## src/rtl/pcseq_pkg.sv

```systemverilog
package pcseq_pkg;

    typedef enum logic [3:0] {
        OP_NONE = 4'd0,
        OP_JMP  = 4'd1,
        OP_BEQ  = 4'd2,
        OP_BNE  = 4'd3,
        OP_BGE  = 4'd4,
        OP_BGT  = 4'd5,
        OP_BLE  = 4'd6,
        OP_BLT  = 4'd7,
        OP_CALL = 4'd8,
        OP_RET  = 4'd9,
        OP_RETI = 4'd10
    } flow_op_e;

    typedef enum logic [2:0] {
        SEL_HOLD,
        SEL_INC,
        SEL_TARGET,
        SEL_VECTOR,
        SEL_STACK
    } pc_sel_e;

    typedef struct packed {
        pc_sel_e sel;
        logic    push;
        logic    pop;
        logic    ie_pulse;
        logic    fault;
    } flow_ctl_t;

    // Condition test for the six conditional forms; other codes return 0.
    function automatic logic branch_taken(flow_op_e op, logic s, logic z);
        case (op)
            OP_BEQ:  return z;
            OP_BNE:  return !z;
            OP_BGE:  return !s;
            OP_BLT:  return s;
            OP_BGT:  return !s && !z;
            OP_BLE:  return s || z;
            default: return 1'b0;
        endcase
    endfunction

    function automatic logic is_branch(flow_op_e op);
        return (op >= OP_BEQ) && (op <= OP_BLT);
    endfunction

endpackage

```

## src/rtl/pcseq_flow_ctl.sv

```systemverilog
module pcseq_flow_ctl
    import pcseq_pkg::*;
(
    input  logic      fetch_adv,
    input  logic      exec_valid,
    input  flow_op_e  op,
    input  logic      flag_s,
    input  logic      flag_z,
    input  logic      irq_load,
    input  logic      stk_full,
    input  logic      stk_empty,
    output flow_ctl_t ctl
);

    always_comb begin
        ctl          = '0;
        ctl.sel      = SEL_HOLD;
        if (irq_load) begin
            if (stk_full) begin
                ctl.fault = 1'b1;
            end else begin
                ctl.push = 1'b1;
                ctl.sel  = SEL_VECTOR;
            end
        end else if (exec_valid) begin
            if (op == OP_JMP) begin
                ctl.sel = SEL_TARGET;
            end else if (is_branch(op)) begin
                if (branch_taken(op, flag_s, flag_z)) begin
                    ctl.sel = SEL_TARGET;
                end
            end else if (op == OP_CALL) begin
                if (stk_full) begin
                    ctl.fault = 1'b1;
                end else begin
                    ctl.push = 1'b1;
                    ctl.sel  = SEL_TARGET;
                end
            end else if (op == OP_RET || op == OP_RETI) begin
                if (stk_empty) begin
                    ctl.fault = 1'b1;
                end else begin
                    ctl.pop      = 1'b1;
                    ctl.sel      = SEL_STACK;
                    ctl.ie_pulse = (op == OP_RETI);
                end
            end
        end else if (fetch_adv) begin
            ctl.sel = SEL_INC;
        end
    end

endmodule

```

## src/rtl/pcseq_ret_stack.sv

```systemverilog
module pcseq_ret_stack #(
    parameter int DEPTH = 16,
    parameter int W     = 16
) (
    input  logic         clk,
    input  logic         rst,
    input  logic         push,
    input  logic         pop,
    input  logic [W-1:0] din,
    output logic [W-1:0] top,
    output logic         full,
    output logic         empty
);

    localparam int CNT_W = $clog2(DEPTH + 1);
    localparam int IDX_W = (DEPTH > 1) ? $clog2(DEPTH) : 1;
    localparam logic [CNT_W-1:0] CNT_ONE = CNT_W'(1);
    localparam logic [CNT_W-1:0] CNT_MAX = CNT_W'(DEPTH);

    logic [W-1:0]     mem [DEPTH];
    logic [CNT_W-1:0] count;
    logic [IDX_W-1:0] wr_idx;
    logic [IDX_W-1:0] rd_idx;

    assign wr_idx = IDX_W'(count);
    assign rd_idx = IDX_W'(count - CNT_ONE);
    assign full   = (count == CNT_MAX);
    assign empty  = (count == '0);
    assign top    = mem[rd_idx];

    always_ff @(posedge clk) begin
        if (rst) begin
            count <= '0;
        end else if (push && !full) begin
            count <= count + CNT_ONE;
        end else if (pop && !empty) begin
            count <= count - CNT_ONE;
        end
    end

    always_ff @(posedge clk) begin
        if (!rst && push && !full) begin
            mem[wr_idx] <= din;
        end
    end

endmodule

```

## src/rtl/pc_sequencer.sv

```systemverilog
module pc_sequencer
    import pcseq_pkg::*;
#(
    parameter int PC_W        = 16,
    parameter int STACK_DEPTH = 16
) (
    input  logic            clk,
    input  logic            rst,
    input  logic            fetch_adv,
    input  logic            exec_valid,
    input  logic [3:0]      exec_op,
    input  logic [PC_W-1:0] target,
    input  logic            flag_s,
    input  logic            flag_z,
    input  logic            irq_load,
    input  logic [PC_W-1:0] irq_vector,
    output logic [PC_W-1:0] pc,
    output logic            gie_set,
    output logic            stack_fault
);

    localparam logic [PC_W-1:0] PC_ONE = PC_W'(1);

    flow_ctl_t       ctl;
    logic            stk_full;
    logic            stk_empty;
    logic [PC_W-1:0] stk_top;
    logic [PC_W-1:0] pc_next;

    pcseq_flow_ctl u_ctl (
        .fetch_adv  (fetch_adv),
        .exec_valid (exec_valid),
        .op         (flow_op_e'(exec_op)),
        .flag_s     (flag_s),
        .flag_z     (flag_z),
        .irq_load   (irq_load),
        .stk_full   (stk_full),
        .stk_empty  (stk_empty),
        .ctl        (ctl)
    );

    pcseq_ret_stack #(
        .DEPTH (STACK_DEPTH),
        .W     (PC_W)
    ) u_stack (
        .clk   (clk),
        .rst   (rst),
        .push  (ctl.push),
        .pop   (ctl.pop),
        .din   (pc),
        .top   (stk_top),
        .full  (stk_full),
        .empty (stk_empty)
    );

    always_comb begin
        case (ctl.sel)
            SEL_INC:    pc_next = pc + PC_ONE;
            SEL_TARGET: pc_next = target;
            SEL_VECTOR: pc_next = irq_vector;
            SEL_STACK:  pc_next = stk_top;
            default:    pc_next = pc;
        endcase
    end

    always_ff @(posedge clk) begin
        if (rst) begin
            pc          <= '0;
            gie_set     <= 1'b0;
            stack_fault <= 1'b0;
        end else begin
            pc      <= pc_next;
            gie_set <= ctl.ie_pulse;
            if (ctl.fault) begin
                stack_fault <= 1'b1;
            end
        end
    end

endmodule

```

## config.mk

```make
export PLATFORM = sky130hd
export DESIGN_NAME = pc_sequencer
export DESIGN_NICKNAME = d
export VERILOG_FILES = /design/src/rtl/pcseq_pkg.sv /design/src/rtl/pcseq_flow_ctl.sv /design/src/rtl/pcseq_ret_stack.sv /design/src/rtl/pc_sequencer.sv
export SDC_FILE = /design/constraint.sdc
export NUM_CORES = 1
export LEC_CHECK = 0
export BUFFER_PORTS_ARGS = -buffer_cell sky130_fd_sc_hd__buf_2
export CAP_MARGIN = 30
export CORE_MARGIN = 2
export CORE_UTILIZATION = 56
export DETAILED_ROUTE_END_ITERATION = 8
export PLACE_DENSITY = 0.74
export SYNTH_ARGS = -nofsm -noshare
export SYNTH_HDL_FRONTEND = slang
export SYNTH_SLANG_ARGS = --single-unit
```

## constraint.sdc

```tcl
create_clock -name clk -period 4.58 [get_ports clk]
set_input_delay 1.145 -clock clk [delete_from_list [all_inputs] [get_ports clk]]
set_output_delay 1.145 -clock clk [all_outputs]
set_load 0.01 [all_outputs]
```

# Word level (Yosys, flattened, before mapping)
# Memory sizes are Yosys's and may differ from the RTL's.
# Index checks and enable logic that the tools add are counted.
# totals
ff_bits	23
ram_bits	256
word_cells	77
mem_count	1
# memory_table
name	words	word_bits	read_ports	rd_clocked_by_memory_dff	wr	line_no	source
u_stack.mem	16	16	1	0	1	pcseq_ret_stack.sv:20	logic [W-1:0] mem [DEPTH];
# classes
n_addsub	3
order_cmp	2
eq_ne	15
muxes	33
bitwise_logic	2
n_reduce_logical	17
# ops
operator	n
16-bit case mux with 4 select lines	1
3-bit 2-to-1 mux	9
16-bit by 1-bit adder with 16-bit output, second input constant	1
4-bit by 3-bit equality test with 1-bit output, second input constant	4
4-bit 2-to-1 mux	4
4-bit equality test, second input constant	3
1-bit 2-to-1 mux	12
5-bit 2-to-1 mux	2
4-bit by 2-bit equality test with 1-bit output, second input constant	2
2-bit 2-to-1 mux	4
8-bit OR reduction	1
3-bit by 2-bit equality test with 1-bit output, second input constant	2
1-bit logical AND	6
1-bit case mux with 6 select lines	1
5-bit by 1-bit adder with 5-bit output, second input constant	1
5-bit equality test, second input constant	1
1-bit zero test	5
5-bit zero test	1
5-bit by 1-bit subtractor with 5-bit output, second input constant	1
4-bit by 1-bit equality test with 1-bit output, second input constant	1
4-bit by 2-bit >= comparator with 1-bit output, second input constant	1
4-bit by 3-bit less-or-equal comparator with 1-bit output, second input constant	1
4-bit nonzero test	1
3-bit by 1-bit equality test with 1-bit output, second input constant	1
4 further kinds	6

# Logic depth before layout (Yosys ltp)
# Gate-level depths: netlist of the first run.
# depth
ltp_word	16
depth_mapped	11
depth_no_buf	7

# By module
# Synthesis of the first run repeated with hierarchy kept, for this count alone.
# hier_totals
hier_cells	824
area_unflattened_um2	12019.0
# modules_own_cells
mod	instances	cells_per_inst	area_each_um2	seq_area_each_um2
pcseq_ret_stack	1	605	10337.4	7787.5
pc_sequencer	1	192	1486.4	360.3
pcseq_flow_ctl	1	27	195.2	0.0

# Least setup slack after synthesis of the first run
# Ideal clock, no wire load.
# synth_timing
path_kind	in2reg
from	in exec_op[0]
to	mem u_stack.mem[4][0] (enable)
t_arrival_ns	3.565
required_ns	4.144
path_slack_ns	0.579
cell_stages	5
path_buffers	1
path_cell_list	buf_2 > nor2_1 > a31o_2 > nand2_1 > nor4b_1
# synth_via
elab_chain_len	10
word_cells_on_any_way	14
# synth_rtl
item	line_no	source
start: declaration	pc_sequencer.sv:11	input logic [3:0] exec_op,
4-bit by 2-bit >= comparator with 1-bit output (tied with other cells)	pcseq_pkg.sv:47	return (op >= OP_BEQ) && (op <= OP_BLT);
1-bit logical AND / 1-bit 2-to-1 mux (equally long branches)	pcseq_pkg.sv:47, pcseq_flow_ctl.sv:32	
4-bit 2-to-1 mux	pcseq_flow_ctl.sv:28	end else if (is_branch(op)) begin
4-bit 2-to-1 mux *	pcseq_flow_ctl.sv:26	if (op == OP_JMP) begin
4-bit 2-to-1 mux *	pcseq_flow_ctl.sv:25	end else if (exec_valid) begin
4-bit 2-to-1 mux *	pcseq_flow_ctl.sv:18	if (irq_load) begin
1-bit logical AND * (2 in a row)	pcseq_ret_stack.sv:42	if (!rst && push && !full) begin
1-bit 2-to-1 mux *	pcseq_ret_stack.sv:42	
1-bit 2-to-1 mux (not written as such) *	pcseq_ret_stack.sv:43	mem[wr_idx] <= din;
end: declaration	pcseq_ret_stack.sv:20	
# Mark *: on every way between the ends. The rest lies on a longest branch, timed or not.

# Worst setup path in the final report of the first run
# layout_timing
from	reg u_stack.count[1]
to	reg pc[8]
# layout_via
elab_chain_len	10
word_cells_on_any_way	19
# layout_rtl
item	line_no	source
start: declaration	pcseq_ret_stack.sv:21	logic [CNT_W-1:0] count;
start signal: assignment	pcseq_ret_stack.sv:35	count <= count + CNT_ONE;
start signal: assignment	pcseq_ret_stack.sv:37	count <= count - CNT_ONE;
5-bit zero test	pcseq_ret_stack.sv:28	assign empty = (count == '0);
3-bit 2-to-1 mux	pcseq_flow_ctl.sv:40	if (stk_empty) begin
3-bit 2-to-1 mux	pcseq_flow_ctl.sv:39	end else if (op == OP_RET || op == OP_RETI) begin
3-bit 2-to-1 mux	pcseq_flow_ctl.sv:32	end else if (op == OP_CALL) begin
3-bit 2-to-1 mux	pcseq_flow_ctl.sv:28	
3-bit 2-to-1 mux	pcseq_flow_ctl.sv:26	
3-bit 2-to-1 mux	pcseq_flow_ctl.sv:25	
4-bit 2-to-1 mux	pcseq_flow_ctl.sv:18	
3-bit equality test (tied with other cells)	pc_sequencer.sv:57	case (ctl.sel)
16-bit case mux with 4 select lines / 4-bit nonzero test (equally long branches)	n/a	
end signal: assignment	pc_sequencer.sv:72	pc <= pc_next;
end: declaration	pc_sequencer.sv:17	output logic [PC_W-1:0] pc,
# Parallel ways exist; a longest one is shown, timed or not.
# A chain may end at the register's enable or synchronous reset.

==> impl_results.md, run 1 <==
- Initial Utilization: 0.5737
- Relative slew slack: 0.3460
- Top_reg_cell synth: edfxtp_1
- Per-cell routed wire length: 26.46 µm
- Antenna cells: 0
- Area grow syn2layout: 13.13%
- Fraction of registers with async set/reset: 0
- Status: complete, no violations
- Synth cell count leaders: 256 x edfxtp_1, 97 x nand2_1, 35 x mux4_2
- Synth area leader: edfxtp_1
- Hold Crit Class: register to register
- CP Launch Point: u_stack.count[1]$_SDFFE_PP0P_
- Mapped Cells: 746
- Achievable Freq: 307.4 MHz
- Clock transition at path regs: 0.06 ns
- Crit. End Element: register
- Worst-skew pair later-pin latency: 0.55 ns
- CP required: 4.99 ns
- CTS Buf Count: 28
- Pwr Total: 5.741 mW
- DP Area: 12310 µm²
- Site Rows: 52
- Critical-path cell list: inv_1 -> ha_1 -> and2_1 -> a221oi_1 -> a32oi_1 -> a31oi_1
- GP Congestion: 0.8354
- Setup violators final: 0
- Max clock buf depth: 3
- R2r setup slk: 1.33 ns
- DIE WIDTH: 148.4 µm
- LEAKAGE: 4.504 nW
- CTS tree: done
- CP top delay family: adder cells
- Number of global-route vias before repair: 7375
- Total Wirelength: 29080 µm
- H-tree levels: 1
- Final Net Count: 857
- RSZ-0062 raised after global routing: false
- Clk root buf: clkbuf_16
- Global Route Usage Sum: 0.2699
- Crit path DAT: 3.67 ns
- Max-slew violation count: 0
- Synth top area share: 0.6580
- Worst r2r src: u_stack.count[1]$_SDFFE_PP0P_
- Seq/Total Area, Yosys: 0.6974
- Hold path startpoint: stack_fault$_SDFFE_PP0P_
- Period utilization: 0.7103
- Layout cells sized above 1: 0.2147
- Synth Net Count: 795
- CP startpoint kind: register
- Core area: 20360 µm²
- PortBufs: 60
- Crit path max fanout: 20
- WS Path Type: register to register
- First-pass GRT wire length: 44420 µm
- Non-Filler Instances: 1099
- Post-DP HPWL: 18490 µm
- Die H: 148.4 µm
- VDD IR-drop max: 328.8 µV
- Starting DRT DRC Count: 1136
- I/O pin cnt: 61
- WP buf/inv: 1
- Antenna violations before repair: 0
- Detail Route Antenna Nets: 0
- # DRC: 0
- Synth top area cells: edfxtp_1 66%, mux4_2 6.7%, dfxtp_1 3.9%
- Mapped Area: 11680 µm²
- Worst Skew: 0.01314 ns
- Ys Warns: 0
- Final core utilization: 0.6491
- Synthesized flop and latch total: 279
- GRT overflow: 0
- Post-CTS Hold Buffers: 0
- Final hold viol count: 0
- Max Cap Violations: 0
- Vias: 7333
- PwrDens: 434.4 nW/µm²
- Post-CTS Setup Bufs: 0
- Post-Syn Area per Cell: 15.66 µm²
- Vias/cell: 6.672
- First-pass iteration count of the detailed router: 6
- CP max stage delay: 0.96 ns
- Dpl cells: 1048
- Largest net degree at the start of global routing: 66
- Final critical-path required period: 3.253 ns
- Actual slew at the worst max-slew pin: 0.9810 ns
- Post-synth EDFFs: 256
- Yosys cell types: 61
- Clock sinks: 279
- Post_cts resized: 0
- Die area: 22030 µm²
- Most frequent cell after synthesis: edfxtp_1
- Design area: 13220 µm²
- Slowest CP cell: ha_1
- Setup TNS: 0 ns
[sequential cells by signal, summed over array words and instances (netlist names)]
name and cells:
gie_set 1, u_stack.mem 256, u_stack.count 5, stack_fault 1, pc 16
[per-layer routing]
metal | track usage | vias up | share of wire
met5 | 0 | - | 0
met4 | 0.09095 | 0 | 0.029
met3 | 0.05245 | 66 | 0.099
met2 | 0.4352 | 484 | 0.49
met1 | 0.3752 | 3636 | 0.38
li1 | - | 3147 | -
[power by group]
group / switching (mW) / internal (mW) / total [mW]
registers: 0.0631 / 2.83 / 2.89
logic: 0.374 / 0.230 / 0.604
clock network: 0.952 / 1.29 / 2.24
total: 1.39 / 4.35 / 5.74
[layout by cell type (no fill, tap or decap), types with 4 or more instances in the layout]
cell	count
buf_4	19
a22oi_1	11
a32oi_1	28
clkinv_2	6
nand4_1	10
a221oi_1	18
ha_1	6
and3_1	8
dfxtp_1	22
o21a_1	7
nor4b_2	4
mux4_2	35
o21ai_0	4
o211ai_1	4
buf_2	60
clkbuf_16	28
and2_1	16
nor2_1	12
mux2i_1	33
a31oi_1	16
o41ai_1	10
nand2_1	97
nor3_1	4
clkinvlp_4	4
xor2_1	7
inv_1	5
a21oi_1	20
edfxtp_1	256
nand3_1	21
clkinv_1	5
[kinds of logic (layout without fill, tap and decap cells)]
group / count (synthesis) / count (layout) / synth area share
and+or+nand+nor: 197 / 197 / 0.08514
DFF: 279 / 279 / 0.6974
AOI/OAI and AO/OA: 132 / 132 / 0.08535
muxes: 69 / 69 / 0.09670
adders and majority gates: 6 / 6 / 0.006425
buffers and inverters: 54 / 137 / 0.02163
xor gates and xnor gates: 9 / 9 / 0.007390
[stage by stage]
| stage | hold WS, ns | setup slack (ns) |
|---|---|---|
| 5_1_grt | 0.5237 | 1.203 |
| 6_report | 0.4942 | 1.327 |
| 4_1_cts | 0.4933 | 1.377 |
| 2_1_floorplan | 0.5050 | 0.5790 |
| 3_3_place_gp | 0.4543 | 1.153 |
| 3_5_place_dp | 0.4912 | 0.9459 |
[area by class of cell]
class | count | area, µm²
Clock buffer | 30 | 708.2
Clock inverter | 21 | 202.7
Fill cell | 1411 | 7147
Inverter | 5 | 18.77
Multi-Input combinational cell | 413 | 3327
Sequential cell | 279 | 8149
Tap cell | 270 | 337.8
Timing Repair Buffer | 81 | 474.2
[final timing paths]
kind              cells after the start                  endpoint
setup / recovery                      6        pc[8]$_SDFFE_PP0P_
hold / removal                        2  stack_fault$_SDFFE_PP0P_
setup reg to reg                      6        pc[8]$_SDFFE_PP0P_
hold reg to reg                       2  stack_fault$_SDFFE_PP0P_
[worst register-to-register path, delay by kind of cell (launching register included)]
family                   cells  cell delay, ns
adder cells (fa/ha/maj)      1            0.96
AO/OA/AOI/OAI                3            0.78
AND/OR/NAND/NOR              1            0.72
flip-flops                   1            0.52
buffers and inverters        1            0.16
Power figures use the tool's default switching activity.
==> inputs of run 2 (changes only) <==
--- a/config.mk
+++ b/config.mk
@@ -5,12 +5,13 @@
 export SDC_FILE = /design/constraint.sdc
 export NUM_CORES = 1
 export LEC_CHECK = 0
+export ABC_AREA = 1
 export BUFFER_PORTS_ARGS = -buffer_cell sky130_fd_sc_hd__buf_2
 export CAP_MARGIN = 30
 export CORE_MARGIN = 2
-export CORE_UTILIZATION = 56
+export CORE_UTILIZATION = 55
 export DETAILED_ROUTE_END_ITERATION = 8
-export PLACE_DENSITY = 0.74
+export PLACE_DENSITY = 0.76
 export SYNTH_ARGS = -nofsm -noshare
 export SYNTH_HDL_FRONTEND = slang
 export SYNTH_SLANG_ARGS = --single-unit
==> constraint.sdc (replaced) <==
create_clock -name clk -period 2.8 [get_ports clk]
set_input_delay 0.7 -clock clk [delete_from_list [all_inputs] [get_ports clk]]
set_output_delay 0.7 -clock clk [all_outputs]
set_load 0.01 [all_outputs]
==> run 2 against run 1 <==
  * First-iteration DRC count down 12%
  * Non-clock buffer count up 33
  * Clock skew down 0.0029 ns
  * Worst setup slack worse by 0.99 ns
  * Die area up 6.9%
  * Total power up 67%
  * Critical path type unchanged
==> impl_results.md, run 2 <==
- First-pass iteration count of the detailed router: 5 (-1)
- Site Rows: 54 (+3.8%)
- Setup violators final: 0 (unchanged)
- CP required: 3.03 ns (-1.96 ns)
- H-tree levels: 1 (unchanged)
- Per-cell routed wire length: 19.82 µm (-25%)
- Area grow syn2layout: 14.58%
- WHS: 0.4585 ns (-0.03571 ns)
- Achievable Freq: 405.9 MHz (+32%)
- Clk root buf: clkbuf_16
- Post-DP HPWL: 20310 µm (+9.8%)
- Final core utilization: 0.6435 (-0.005535)
- Final Net Count: 1315 (+53%)
- Hold Crit Class: primary input to register
- Mapped Cells: 1185 (+59%)
- Max clock buf depth: 3 (unchanged)
- Post-CTS Hold Buffers: 0 (unchanged)
- DP Area: 13220 µm² (+7.4%)
- Max Cap Violations: 0 (unchanged)
- Pwr Total: 9.564 mW (+67%)
- Commonest non-fill, non-tap cells in the layout: 348 x nand2_1, 297 x nand3_1, 256 x edfxtp_1, 60 x buf_2, 56 x nor2_1
- CTS tree: done
- GP Congestion: 0.9161 (+9.7%)
- CP max stage delay: 0.40 ns (-0.56 ns)
- PwrDens: 678.9 nW/µm² (+56%)
- CP startpoint kind: register
- Top_reg_cell synth: edfxtp_1
- Post-Syn Area per Cell: 10.37 µm² (-34%)
- DIE WIDTH: 153.5 µm (+3.4%)
- Synth area leader: edfxtp_1
- RSZ-0062 raised after global routing: false
- Die area: 23570 µm² (+6.9%)
- CTS Buf Count: 27 (-3.6%)
- Final hold viol count: 0 (unchanged)
- Post-synth EDFFs: 256 (unchanged)
- Worst-skew pair later-pin latency: 0.53 ns (-0.02 ns)
- Ys Warns: 0 (unchanged)
- GRT overflow: 0 (unchanged)
- Top reg by flops: u_stack.mem
- Clock sinks: 279 (unchanged)
- Layout cells sized above 1: 0.1440 (-0.07075)
- Clock transition at path regs: 0.06 ns (about the same)
- Synth cell count leaders: 348 x nand2_1, 297 x nand3_1, 256 x edfxtp_1
- Dpl cells: 1517 (+45%)
- Crit path DAT: 2.70 ns (-0.97 ns)
- Global Route Usage Sum: 0.2630 (-0.006916)
- Post-CTS Setup Bufs: 0 (unchanged)
- Top Registers: u_stack.mem x256, pc x16, u_stack.count x5
- Setup TNS: 0 ns (unchanged)
- Total Wirelength: 31020 µm (+6.7%)
- Worst Skew: 0.01021 ns (-0.002931 ns)
- Antenna cells: 0 (unchanged)
- Synth top area cells: edfxtp_1 63%, nand3_1 12%, nand2_1 11%
- Synth top area share: 0.6253 (-0.03268)
- Relative slew slack: 0.4808 (+0.1348)
- Vias/cell: 5.894 (-12%)
- First-pass GRT wire length: 48160 µm (+8.4%)
- Most frequent cell after synthesis: nand2_1
- Die H: 153.5 µm (+3.4%)
- WP buf/inv: 3 (+2)
- Slowest CP cell: dfxtp_1
- # DRC: 0 (unchanged)
- CP top delay family: simple AND/OR/NAND/NOR gates
- PortBufs: 60 (unchanged)
- Final critical-path required period: 2.464 ns (-0.7897 ns)
- Crit. End Element: register
- Detail Route Antenna Nets: 0 (unchanged)
- Seq/Total Area, Yosys: 0.6627 (-0.03463)
- Core area: 21890 µm² (+7.5%)
- Crit path max fanout: 8 (-60%)
- I/O pin cnt: 61 (unchanged)
- Initial Utilization: 0.5616 (-0.01211)
- Antenna violations before repair: 0 (unchanged)
- Max reg flops: 256 (unchanged)
- Most common cell after layout, fill and taps aside: nand2_1
- Design area: 14090 µm² (+6.6%)
- Mapped Area: 12290 µm² (+5.2%)
- Placement Setup Slack: 0.08502 ns (-0.8608 ns)
- Actual slew at the worst max-slew pin: 0.7736 ns (-0.2075 ns)
- Non-Filler Instances: 1565 (+42%)
- Critical-path cell list: inv_1 -> ha_2 -> nand3_4 -> nand2_1 -> o21ai_1 -> inv_1 -> nor2_1 -> nand2_1 -> nor2_2 -> buf_4
- Number of global-route vias before repair: 8839 (+20%)
- Synthesized flop and latch total: 279 (unchanged)
- Post_cts resized: 0 (unchanged)
- Status: complete, no violations
- VDD IR-drop max: 467.8 µV (+42%)
- Largest net degree at the start of global routing: 132 (+100%)
- Synth Net Count: 1234 (+55%)
- WS Path Type: register to register
- LEAKAGE: 5.504 nW (+22%)
- Starting DRT DRC Count: 1003 (-12%)
- Fraction of registers with async set/reset: 0 (unchanged)
- Setup ws final: 0.3363 ns (-0.9903 ns)
- Max-slew violation count: 0 (unchanged)
- Vias: 9224 (+26%)
- Period utilization: 0.8799 (+0.1695)
- Yosys cell types: 33 (-46%)
==> run 2: routing by layer <==
metal  wire length, µm  GRT usage  share of wire
met1             12210     0.3650           0.39
met2             14800     0.4267           0.48
met3              3279    0.04904           0.11
met4               727    0.08257          0.023
met5                 0          0              0
==> run 2: worst register-to-register path: cells and delay by family (launching register included) <==
kind / cells / cell delay (ns)
AOI/OAI and AO/OA: 1 / 0.17
adders and majority gates: 1 / 0.24
buffers and inverters: 3 / 0.43
DFF: 1 / 0.40
and+or+nand+nor: 5 / 0.94
==> run 2: cell families after synthesis <==
group / after synthesis / synth area share
AO/OA/AOI/OAI: 23 / 0.01058
XOR/XNOR: 14 / 0.009974
buffers and inverters: 119 / 0.04234
flip-flops: 279 / 0.6627
adder cells (fa/ha/maj): 6 / 0.006106
AND/OR/NAND/NOR: 744 / 0.2683
==> run 2: power by group <==
group / switching, mW / internal (mW) / total, mW
Sequential: 0.0669 / 4.66 / 4.73
Clock: 1.47 / 2.09 / 3.56
Combinational: 0.893 / 0.380 / 1.27
==> run 2: final timing paths <==
check / from / to / slack [ns] / cells past startpoint
worst min register to register: stack_fault$_SDFFE_PP0P_ / stack_fault$_SDFFE_PP0P_ / 0.48 / 2
worst max-delay path: u_stack.count[1]$_SDFFE_PP0P_ / u_stack.mem[14][10]$_DFFE_PP_ / 0.34 / 10
worst min-delay path: rst / stack_fault$_SDFFE_PP0P_ / 0.46 / 2
worst max register to register: u_stack.count[1]$_SDFFE_PP0P_ / u_stack.mem[14][10]$_DFFE_PP_ / 0.34 / 10
==> run 2: layout make-up <==
| class | count | area (µm²) |
|---|---|---|
| clock buffers | 33 | 718.2 |
| well taps | 280 | 350.3 |
| fillers | 1727 | 7804 |
| flip-flops and latches | 279 | 8152 |
| inverters | 57 | 216.5 |
| repair buffers | 114 | 805.8 |
| clock inverters | 15 | 150.1 |
| multi-input cells | 787 | 3695 |
==> inputs of run 3 (changes only) <==
--- a/config.mk
+++ b/config.mk
@@ -12,6 +12,7 @@
 export CORE_UTILIZATION = 55
 export DETAILED_ROUTE_END_ITERATION = 8
 export PLACE_DENSITY = 0.76
+export RECOVER_POWER = 25
 export SYNTH_ARGS = -nofsm -noshare
 export SYNTH_HDL_FRONTEND = slang
 export SYNTH_SLANG_ARGS = --single-unit
==> run 3 against run 2 <==
  * Clock power hardly changed
  * Combinational power hardly changed
  * Sequential share of layout area hardly changed
  * Wire length hardly changed
  * Highest routed layer unchanged
  * Final area hardly changed
  * Worst hold slack better by 0.00085 ns
  * Die area stayed put
==> impl_results.md, run 3 (same netlist as run 2, synthesis figures left out) <==
- GRT overflow: 0 (unchanged)
- Clock transition at path regs: 0.06 ns (about the same)
- RSZ-0062 raised after global routing: false
- Largest net degree at the start of global routing: 132 (unchanged)
- Global Route Usage Sum: 0.2630 (unchanged)
- Site Rows: 54 (unchanged)
- First-pass iteration count of the detailed router: 6 (+1)
- Max reg flops: 256 (unchanged)
- Number of global-route vias before repair: 8839 (unchanged)
- CTS tree: done
- Top reg by flops: u_stack.mem
- # DRC: 0 (unchanged)
- Final critical-path required period: 2.457 ns (-0.006832 ns)
- Antenna violations before repair: 0 (unchanged)
- Post-CTS Hold Buffers: 0 (unchanged)
- DIE WIDTH: 153.5 µm (unchanged)
- Vias/cell: 5.906 (+0.21%)
- Relative slew slack: 0.4764 (-0.004459)
- Commonest non-fill, non-tap cells in the layout: 348 x nand2_1, 297 x nand3_1, 256 x edfxtp_1, 60 x buf_2, 56 x nor2_1
- Post-CTS Setup Bufs: 0 (unchanged)
- Die area: 23570 µm² (unchanged)
- PortBufs: 60 (unchanged)
- Post_cts resized: 0 (unchanged)
- Layout cells sized above 1: 0.1416 (-0.002335)
- Most common cell after layout, fill and taps aside: nand2_1
- GP Congestion: 0.9161 (unchanged)
- Final Net Count: 1315 (unchanged)
- Max Cap Violations: 0 (unchanged)
- Die H: 153.5 µm (unchanged)
- Crit path max fanout: 16 (+8)
- PwrDens: 679.6 nW/µm² (+0.10%)
- Achievable Freq: 407.0 MHz (+0.28%)
- CP max stage delay: 0.40 ns (about the same)
- LEAKAGE: 5.492 nW (-0.22%)
- Dpl cells: 1517 (unchanged)
- Detail Route Antenna Nets: 0 (unchanged)
- Critical-path cell list: inv_1 -> ha_2 -> nand3_4 -> nand2_1 -> o21ai_1 -> inv_1 -> nor2_1 -> inv_1 -> nor3_4 -> buf_12
- WS Path Type: register to register
- CP startpoint kind: register
- Initial Utilization: 0.5616 (unchanged)
- Worst Skew: 0.01300 ns (+0.002788 ns)
- Post-DP HPWL: 20310 µm (unchanged)
- Non-Filler Instances: 1565 (unchanged)
- Crit path top cell by count: inv_1
- First-pass GRT wire length: 48160 µm (unchanged)
- Slowest CP cell: dfxtp_1
- Max clock buf depth: 3 (unchanged)
- Worst-skew pair later-pin latency: 0.53 ns (about the same)
- Per-cell routed wire length: 19.84 µm (about the same)
- Max-slew violation count: 0 (unchanged)
- Final hold viol count: 0 (unchanged)
- H-tree levels: 1 (unchanged)
- Setup violators final: 0 (unchanged)
- Total Wirelength: 31050 µm (about the same)
- Crit. End Element: register
- Clock sinks: 279 (unchanged)
- Antenna cells: 0 (unchanged)
- Crit path DAT: 2.69 ns (about the same)
- I/O pin cnt: 61 (unchanged)
- Area grow syn2layout: 14.49% (about the same)
- CP required: 3.04 ns (about the same)
- Clk root buf: clkbuf_16
- Top Registers: u_stack.mem x256, pc x16, u_stack.count x5
- Starting DRT DRC Count: 1061 (+5.8%)
- Core area: 21890 µm² (unchanged)
- Actual slew at the worst max-slew pin: 0.7802 ns (+0.006645 ns)
- CTS Buf Count: 27 (unchanged)
- Period utilization: 0.8774 (-0.002440)
- Hold Crit Class: primary input to register
- WHS: 0.4593 ns (+0.0008480 ns)
- VDD IR-drop max: 465.3 µV (-0.54%)
- Status: complete, no violations
- Vias: 9243 (+0.21%)
==> run 3: layer usage <==
layer,GRT usage,up-vias,wire length (µm)
met5,0,-,0
met2,0.4267,527,14780
met4,0.08257,0,739
met1,0.3650,4388,12390
li1,-,4262,-
met3,0.04904,66,3142
==> run 3: area by class of cell <==
class,count,area [µm²]
fillers,1731,7815
flip-flops and latches,279,8152
inverters,57,216.5
multi-input cells,787,3695
well taps,280,350.3
clock buffers,33,718.2
repair buffers,114,794.5
clock inverters,15,150.1
==> run 3: metrics by stage <==
step	utilization	total power, mW	instance area [µm²]	TNS (ns)	worst slack [ns]
floorplan	-	5.600	12320	-21.02	-0.09560
finish	0.6430	9.566	14080	0	0.3432
global placement	0.6039	6.036	13220	0	0.1757
global route	0.6430	9.889	14080	0	0.1873
detailed placement	0.6039	6.065	13220	0	0.08502
CTS	0.6435	9.589	14090	0	0.3984
==> run 3: report_power, final <==
part / internal (mW) / total, mW / switching, mW
clock network: 2.09 / 3.57 / 1.48
registers: 4.66 / 4.73 / 0.0663
logic: 0.376 / 1.27 / 0.894
==> run 3: critical path: cells and delay by family, from the launching register on <==
family / cells / cell delay (ns)
flip-flops: 1 / 0.40
AO/OA/AOI/OAI: 1 / 0.17
AND/OR/NAND/NOR: 4 / 0.67
buffers and inverters: 4 / 0.69
adder cells (fa/ha/maj): 1 / 0.24
==> run 3: path summary, 6_finish.rpt <==
kind,start,endpoint,depth (start not counted),slack (ns)
max,u_stack.count[1]$_SDFFE_PP0P_,u_stack.mem[3][0]$_DFFE_PP_,10,0.34
min reg2reg,stack_fault$_SDFFE_PP0P_,stack_fault$_SDFFE_PP0P_,2,0.48
max reg2reg,u_stack.count[1]$_SDFFE_PP0P_,u_stack.mem[3][0]$_DFFE_PP_,10,0.34
min,rst,stack_fault$_SDFFE_PP0P_,2,0.46
